<file path="config.mk">
export PLATFORM = sky130hd
export DESIGN_NAME = rxb_burst_rx
export DESIGN_NICKNAME = d
export VERILOG_FILES = /design/src/rtl/rxb_pkg.sv /design/src/rtl/rxb_fifo.sv /design/src/rtl/rxb_cmd_dec.sv /design/src/rtl/rxb_seq.sv /design/src/rtl/rxb_burst_rx.sv
export SDC_FILE = /design/constraint.sdc
export NUM_CORES = 1
export LEC_CHECK = 0
export BUFFER_PORTS_ARGS = -buffer_cell sky130_fd_sc_hd__buf_2
export CORE_ASPECT_RATIO = 1.1
export CORE_MARGIN = 8
export CORE_UTILIZATION = 30
export DETAILED_ROUTE_END_ITERATION = 16
export PLACE_DENSITY = 0.46
export SLEW_MARGIN = 40
export SYNTH_ARGS = -nofsm -noshare
export SYNTH_HDL_FRONTEND = slang
export SYNTH_SLANG_ARGS = --single-unit
</file>
<file path="constraint.sdc">
create_clock -name clk -period 3.02 [get_ports clk]
set_input_delay 0.302 -clock clk [delete_from_list [all_inputs] [get_ports clk]]
set_output_delay 0.302 -clock clk [all_outputs]
set_load 0.03 [all_outputs]
</file>
<file path="src/rtl/rxb_pkg.sv">
package rxb_pkg;

    localparam int CTRL_CNT_W  = 7;
    localparam int CTRL_NAK_IX = 7;

    typedef enum logic [1:0] {
        ST_IDLE = 2'd0,
        ST_LOW  = 2'd1,
        ST_HIGH = 2'd2,
        ST_TAIL = 2'd3
    } rxb_state_e;

    typedef struct packed {
        logic                  nak_last;
        logic [CTRL_CNT_W-1:0] count;
    } rxb_ctrl_t;

    function automatic logic [CTRL_CNT_W-1:0] clamp_count(
        input logic [CTRL_CNT_W-1:0] raw,
        input int unsigned           lim
    );
        if (int'(raw) > lim)
            return CTRL_CNT_W'(lim);
        return raw;
    endfunction

endpackage

</file>
<file path="src/rtl/rxb_fifo.sv">
module rxb_fifo #(
    parameter int DEPTH = 64,
    parameter int W     = 8,
    localparam int AW   = $clog2(DEPTH),
    localparam int CW   = $clog2(DEPTH + 1)
) (
    input  logic         clk,
    input  logic         rst,
    input  logic         push,
    input  logic [W-1:0] push_data,
    input  logic         pop,
    output logic [W-1:0] head,
    output logic         empty,
    output logic         full
);
    logic [W-1:0]  mem [DEPTH];
    logic [AW-1:0] wptr, rptr;
    logic [CW-1:0] fill;
    logic          do_push, do_pop;

    assign empty   = (fill == '0);
    assign full    = (fill == CW'(DEPTH));
    assign do_pop  = pop && !empty;
    assign do_push = push && !full;
    assign head    = mem[rptr];

    function automatic logic [AW-1:0] step(input logic [AW-1:0] p);
        return (p == AW'(DEPTH - 1)) ? '0 : p + 1'b1;
    endfunction

    always_ff @(posedge clk) begin
        if (do_push)
            mem[wptr] <= push_data;
    end

    always_ff @(posedge clk) begin
        if (rst) begin
            wptr <= '0;
            rptr <= '0;
            fill <= '0;
        end else begin
            if (do_push) wptr <= step(wptr);
            if (do_pop)  rptr <= step(rptr);
            case ({do_push, do_pop})
                2'b10:   fill <= fill + 1'b1;
                2'b01:   fill <= fill - 1'b1;
                default: fill <= fill;
            endcase
        end
    end
endmodule

</file>
<file path="src/rtl/rxb_cmd_dec.sv">
module rxb_cmd_dec
    import rxb_pkg::*;
#(
    parameter int DEPTH = 64,
    localparam int CW   = $clog2(DEPTH + 1)
) (
    input  logic          we,
    input  logic [7:0]    wdata,
    input  logic          busy,
    output logic          start,
    output logic          zero,
    output logic [CW-1:0] cnt,
    output logic          nak
);
    rxb_ctrl_t             word;
    logic [CTRL_CNT_W-1:0] lim_cnt;

    assign word    = rxb_ctrl_t'(wdata);
    assign lim_cnt = clamp_count(word.count, DEPTH);
    assign cnt     = CW'(lim_cnt);
    assign nak     = word.nak_last;
    assign start   = we && !busy && (lim_cnt != '0);
    assign zero    = we && !busy && (lim_cnt == '0);
endmodule

</file>
<file path="src/rtl/rxb_seq.sv">
module rxb_seq
    import rxb_pkg::*;
#(
    parameter int HALF_CYC = 4,
    parameter int DEPTH    = 64,
    localparam int TW      = $clog2(HALF_CYC) + 1,
    localparam int CW      = $clog2(DEPTH + 1)
) (
    input  logic          clk,
    input  logic          rst,
    input  logic          start,
    input  logic          zero,
    input  logic [CW-1:0] cnt,
    input  logic          nak,
    input  logic          fifo_full,
    input  logic          scl_in,
    input  logic          sda_in,
    output logic          scl_drv,
    output logic          sda_drv,
    output logic          push,
    output logic [7:0]    push_data,
    output logic          busy,
    output logic          done
);
    rxb_state_e    state;
    logic [TW-1:0] tmr;
    logic [3:0]    bit_ix;
    logic [CW-1:0] left;
    logic          nak_q;
    logic [7:0]    shreg;
    logic          ack_now;
    logic          low_end, high_end;

    assign busy      = (state != ST_IDLE);
    assign push_data = shreg;
    assign ack_now   = !(nak_q && left == CW'(1));
    assign low_end   = (tmr == TW'(HALF_CYC - 1));
    assign high_end  = (tmr == TW'(HALF_CYC - 1));

    always_ff @(posedge clk) begin
        if (rst) begin
            state   <= ST_IDLE;
            tmr     <= '0;
            bit_ix  <= '0;
            left    <= '0;
            nak_q   <= 1'b0;
            shreg   <= '0;
            scl_drv <= 1'b0;
            sda_drv <= 1'b0;
            push    <= 1'b0;
            done    <= 1'b0;
        end else begin
            push <= 1'b0;
            case (state)
                ST_IDLE: begin
                    if (start) begin
                        left    <= cnt;
                        nak_q   <= nak;
                        done    <= 1'b0;
                        bit_ix  <= '0;
                        tmr     <= '0;
                        scl_drv <= 1'b1;
                        state   <= ST_LOW;
                    end else if (zero) begin
                        done <= 1'b1;
                    end
                end
                ST_LOW: begin
                    // a new byte waits here, SCL low, until the FIFO has room
                    if (!(bit_ix == 4'd0 && tmr == '0 && fifo_full)) begin
                        if (tmr == TW'(1))
                            sda_drv <= (bit_ix == 4'd8) && ack_now;
                        if (low_end) begin
                            scl_drv <= 1'b0;
                            tmr     <= '0;
                            state   <= ST_HIGH;
                        end else begin
                            tmr <= tmr + 1'b1;
                        end
                    end
                end
                ST_HIGH: begin
                    if (tmr == '0) begin
                        // wait for the line to be seen high (slave stretch)
                        if (scl_in) begin
                            if (bit_ix != 4'd8)
                                shreg <= {shreg[6:0], sda_in};
                            tmr <= TW'(1);
                        end
                    end else if (high_end) begin
                        tmr <= '0;
                        if (bit_ix == 4'd8) begin
                            left <= left - 1'b1;
                            if (left == CW'(1)) begin
                                if (nak_q) begin
                                    done  <= 1'b1;
                                    state <= ST_IDLE;
                                end else begin
                                    scl_drv <= 1'b1;
                                    state   <= ST_TAIL;
                                end
                            end else begin
                                bit_ix  <= '0;
                                scl_drv <= 1'b1;
                                state   <= ST_LOW;
                            end
                        end else begin
                            if (bit_ix == 4'd7)
                                push <= 1'b1;
                            bit_ix  <= bit_ix + 1'b1;
                            scl_drv <= 1'b1;
                            state   <= ST_LOW;
                        end
                    end else begin
                        tmr <= tmr + 1'b1;
                    end
                end
                ST_TAIL: begin
                    // drop the final ACK only once SCL is already low
                    if (tmr == TW'(1)) begin
                        sda_drv <= 1'b0;
                        done    <= 1'b1;
                        tmr     <= '0;
                        state   <= ST_IDLE;
                    end else begin
                        tmr <= tmr + 1'b1;
                    end
                end
                default: state <= ST_IDLE;
            endcase
        end
    end
endmodule

</file>
<file path="src/rtl/rxb_burst_rx.sv">
module rxb_burst_rx #(
    parameter int FIFO_DEPTH = 64,
    parameter int HALF_CYC   = 4,
    localparam int CW        = $clog2(FIFO_DEPTH + 1)
) (
    input  logic       clk,
    input  logic       rst,
    input  logic       ctrl_we,
    input  logic [7:0] ctrl_wdata,
    input  logic       rd_pop,
    output logic [7:0] rd_data,
    output logic       rx_empty,
    output logic       rd_done,
    output logic       busy,
    input  logic       scl_in,
    output logic       scl_drv,
    input  logic       sda_in,
    output logic       sda_drv
);
    logic          cmd_start, cmd_zero, cmd_nak;
    logic [CW-1:0] cmd_cnt;
    logic          byte_push, fifo_full;
    logic [7:0]    byte_val;

    rxb_cmd_dec #(.DEPTH(FIFO_DEPTH)) u_dec (
        .we    (ctrl_we),
        .wdata (ctrl_wdata),
        .busy  (busy),
        .start (cmd_start),
        .zero  (cmd_zero),
        .cnt   (cmd_cnt),
        .nak   (cmd_nak)
    );

    rxb_seq #(.HALF_CYC(HALF_CYC), .DEPTH(FIFO_DEPTH)) u_seq (
        .clk       (clk),
        .rst       (rst),
        .start     (cmd_start),
        .zero      (cmd_zero),
        .cnt       (cmd_cnt),
        .nak       (cmd_nak),
        .fifo_full (fifo_full),
        .scl_in    (scl_in),
        .sda_in    (sda_in),
        .scl_drv   (scl_drv),
        .sda_drv   (sda_drv),
        .push      (byte_push),
        .push_data (byte_val),
        .busy      (busy),
        .done      (rd_done)
    );

    rxb_fifo #(.DEPTH(FIFO_DEPTH), .W(8)) u_fifo (
        .clk       (clk),
        .rst       (rst),
        .push      (byte_push),
        .push_data (byte_val),
        .pop       (rd_pop),
        .head      (rd_data),
        .empty     (rx_empty),
        .full      (fifo_full)
    );
endmodule

</file>
==> flow_metrics.py <==
metrics = {
    "timing": {
        "setup_viol": 4,
        "tightest_slew_ns": 0.7965,
        "hold_viol": 0,
        "rsz0062_at_grt": "true",
        "finalHoldWorstSlack_ns": 0.07560,
        "setup_ws_ns": -0.04795,
        "skew_ns": 0.03522,
        "timing.fmax_mhz": 326.0,
        "final.min_clock_period_ns": 3.068,
        "slew_headroom": 0.4670,
        "period_share": 1.016,
        "final_max_slew_viol_count": 0,
    },
    "pwr": {
        "power_frac_comb": 0.015,
        "peakVddDrop_uv": 415.3,
        "power_frac_seq": 0.537,
        "p_total_uw": 15750,
        "power_frac_clock": 0.448,
        "p_sw_uw": 3204,
        "power.density_mw_per_mm2": 567.0,
        "leakage_uw": 0.009253,
        "p_int_uw": 12550,
        "switching_share": 0.2034,
    },
    "routing": {
        "postRouteAntennaNets": 0,
        "dr.pass1.iters": 5,
        "via_per_inst": 4.989,
        "wl_mm": 58.62,
        "drcViolationCount": 0,
        "routedWlPerCell_um": 23.98,
        "via_count": 12200,
        "drtIter0Drc": 933,
    },
    "logic_synthesis": {
        "synth_warnings": 0,
        "synth_nets": 1286,
        "synthCells": 1257,
        "synth_seq_cells": 566,
        "seq_area_frac_synth": 0.7262,
        "synth_edf_count": 512,
        "ys_async_sr_fraction": 0,
        "syn_avg_cell_area_um2": 18.03,
        "synthFlopType": "edfxtp_1",
        "synthesis.area_mm2": 0.02266,
        "yosysUniqueCellTypes": 64,
    },
    "clock_tree": {
        "root_buffer": "clkbuf_16",
        "clkLatencyLatePin_ns": 0.62,
        "ctsHtreeMaxLevel": 2,
        "cts_buffers": 58,
        "path_clk_slew_ns": 0.06,
        "cts_tree": "built",
        "cts_max_path_buffers": 3,
        "cts.sinks": 566,
    },
    "min_path": {
        "hold_path.class": "in2reg",
    },
    "worst_setup_path": {
        "worst-path-max-fanout": 6,
        "critPathRequiredTime_ns": 2.72,
        "end_kind": "output port",
        "critPathArrivalTime_ns": 2.77,
        "critical_path_class": "reg2out",
        "startpoint_type": "flop",
    },
    "die": {
        "die_h_um": 304.2,
        "rows": 105,
        "die_area_mm2": 0.08459,
        "boundaryPins": 27,
        "die_x_um": 278.0,
        "initial_core_util": 0.3031,
        "core_area_mm2": 0.07475,
    },
    "run": {
        "drv_cap": 0,
    },
    "status": {
        "status": "finished with violations",
        "violations": "setup timing",
    },
    "finish": {
        "regArea_mm2": 0.01648,
        "multi_input_area_mm2": 0.006352,
        "layout.nets": 1464,
        "syn_to_final_growth_pct": 22.60,
        "fillers": 6909,
        "drive_above_1_share": 0.3554,
    },
    "global_route": {
        "overflow": 0,
        "grtUsageTotal": 0.1357,
        "grt_pass1_vias": 12800,
        "antenna_found_initial": 2,
        "grt_start_max_net_pins": 51,
        "grt_pass1_wl_mm": 86.40,
    },
    "placement": {
        "dp_hpwl_mm": 37.55,
        "io_buffers": 26,
        "place_congestion": 0.7751,
    },
}
## cell usage in the layout (no fill, tap or decap), types with 12 or more instances in the layout
cell       Yosys  routed
mux4_2       128     128
nor2_1       115      80
nor3_1        15      12
ha_1          15      15
o22ai_2        0      17
buf_2         13      18
inv_1         15      15
mux2i_1       21      15
a21oi_1       38      37
clkinv_2       0      12
o21ai_0       27      23
edfxtp_1     512     512
clkbuf_16      0      62
nand2_1       29      27
dfxtp_1       54      42
nor2_2         0      34
buf_12         0      16
a22oi_2        0      19
nand4_1       13      13
buf_6          1      14
buf_4          9     116
## per-stage QoR
stage | area [um2] | std cells | util | worst slack (ns) | TNS (ns)
finish | 27780 | 2445 | 0.3716 | -0.04795 | -0.09838
global route | 27780 | 2444 | 0.3716 | -0.1639 | -0.7079
CTS | 27500 | 2429 | 0.3679 | -0.1669 | -0.8305
detailed placement | 24810 | 2300 | 0.3319 | 0.2500 | 0
global placement | 24750 | 2300 | 0.3310 | 0.2506 | 0
floorplan | 22660 | 1257 | - | 0.1990 | 0
## power by group through the flow
stage               clock (uW)  sequential [uW]  combinational (uW)
finish                    7050             8460                 234
global placement             0             8630                 227
detailed placement           0             8630                 231
global route              7500             8460                 260
CTS                       7240             8460                 235
floorplan                    0             8620                 170
## path summary, 6_finish.rpt
| check | from | to | slack (ns) | depth (start not counted) |
|---|---|---|---|---|
| min reg2reg | u_seq.done$_SDFFE_PP0P_ | u_seq.done$_SDFFE_PP0P_ | 0.47 | 1 |
| max | flop | rd_data[2] | -0.05 | 9 |
| max reg2reg | u_fifo.fill[3]$_SDFFE_PP0P_ | u_fifo.fill[6]$_SDFFE_PP0P_ | 0.30 | 11 |
| min | ctrl_wdata[6] | u_seq.left[6]$_SDFFE_PP0P_ | 0.08 | 4 |
## metal layers
layer  routed length (um)  track usage  part of all wire
met5                   10            0           0.00017
met4                 1416      0.04027             0.024
met3                 2830      0.02576             0.048
met2                28120       0.2210              0.48
met1                26240       0.1833              0.45
## state kept, by name, summed over array words and instances (netlist names), named ones only
name             count
u_seq.nak_q          1
u_seq.scl_drv        1
u_seq.bit_ix         4
u_seq.push_data      8
u_fifo.wptr          6
u_seq.tmr            3
u_seq.sda_drv        1
u_fifo.fill          7
u_seq.left           7
u_fifo.rptr          6
u_seq.push           1
u_seq.done           1
u_fifo.mem         512
u_seq.state          2
## worst max-delay path, cell delays in order (launching register included)
cell,delay (ns)
dfxtp_4,0.40
buf_12,0.15
buf_8,0.11
buf_12,0.12
mux4_2,0.56
o22ai_2,0.20
buf_6,0.14
nor4_4,0.05
mux2_4,0.30
buf_6,0.14
## Yosys cell counts, drive strengths merged, types with 4 or more instances
cell type	n	share of area
a31oi	8	0.0022
a22oi	21	0.0070
o21ai	27	0.0060
a21o	7	0.0023
nor2	115	0.019
mux4	128	0.13
a21oi	38	0.0084
nand3b	9	0.0030
a311oi	5	0.0022
or3	10	0.0028
a32o	4	0.0018
mux2i	21	0.0093
o221ai	4	0.0015
nor4	8	0.0029
nor2b	10	0.0028
mux2	5	0.0025
nor3	16	0.0038
ha	15	0.0083
a21boi	4	0.0017
or4	4	0.0013
inv	16	0.0027
or3b	4	0.0015
nor3b	4	0.0013
o22ai	28	0.0077
dfxtp	54	0.048
nand3	14	0.0031
xor2	9	0.0035
or2	7	0.0019
nand2b	10	0.0028
nand4	14	0.0041
nand2	29	0.0048
edfxtp	512	0.68
buf	30	0.0075
clkbuf	33	0.0055
and3	6	0.0017
## cell type report
type,instances,share of cell area
inverters,17,0.002387
clock buffers,71,0.05509
flip-flops and latches,566,0.5934
clock inverters,34,0.01198
multi-input cells,611,0.2287
repair buffers,181,0.06495
diodes,2,0.0001802
well taps,963,0.04337
## what timing repair did
item                                    CTS  global route
buffers inserted                         17            15
gates cloned                              6             4
endpoints found under the setup margin    8             9
resized for setup                        99            36
endpoints found under the hold margin     2             0
hold buffers                              2             0
pin swaps                                23            15
## cell families (layout without fill, tap and decap cells)
group,Yosys count,after routing,share of synthesized area
multiplexers,154,154,0.1390
AND/OR/NAND/NOR,269,269,0.06002
buffers and inverters,80,303,0.01585
other,0,2,0
adder cells (fa/ha/maj),15,15,0.008283
AO/OA/AOI/OAI,161,161,0.04600
XOR/XNOR,12,12,0.004639
flip-flops,566,566,0.7262
Note: power is estimated with default switching activity, not from simulation.
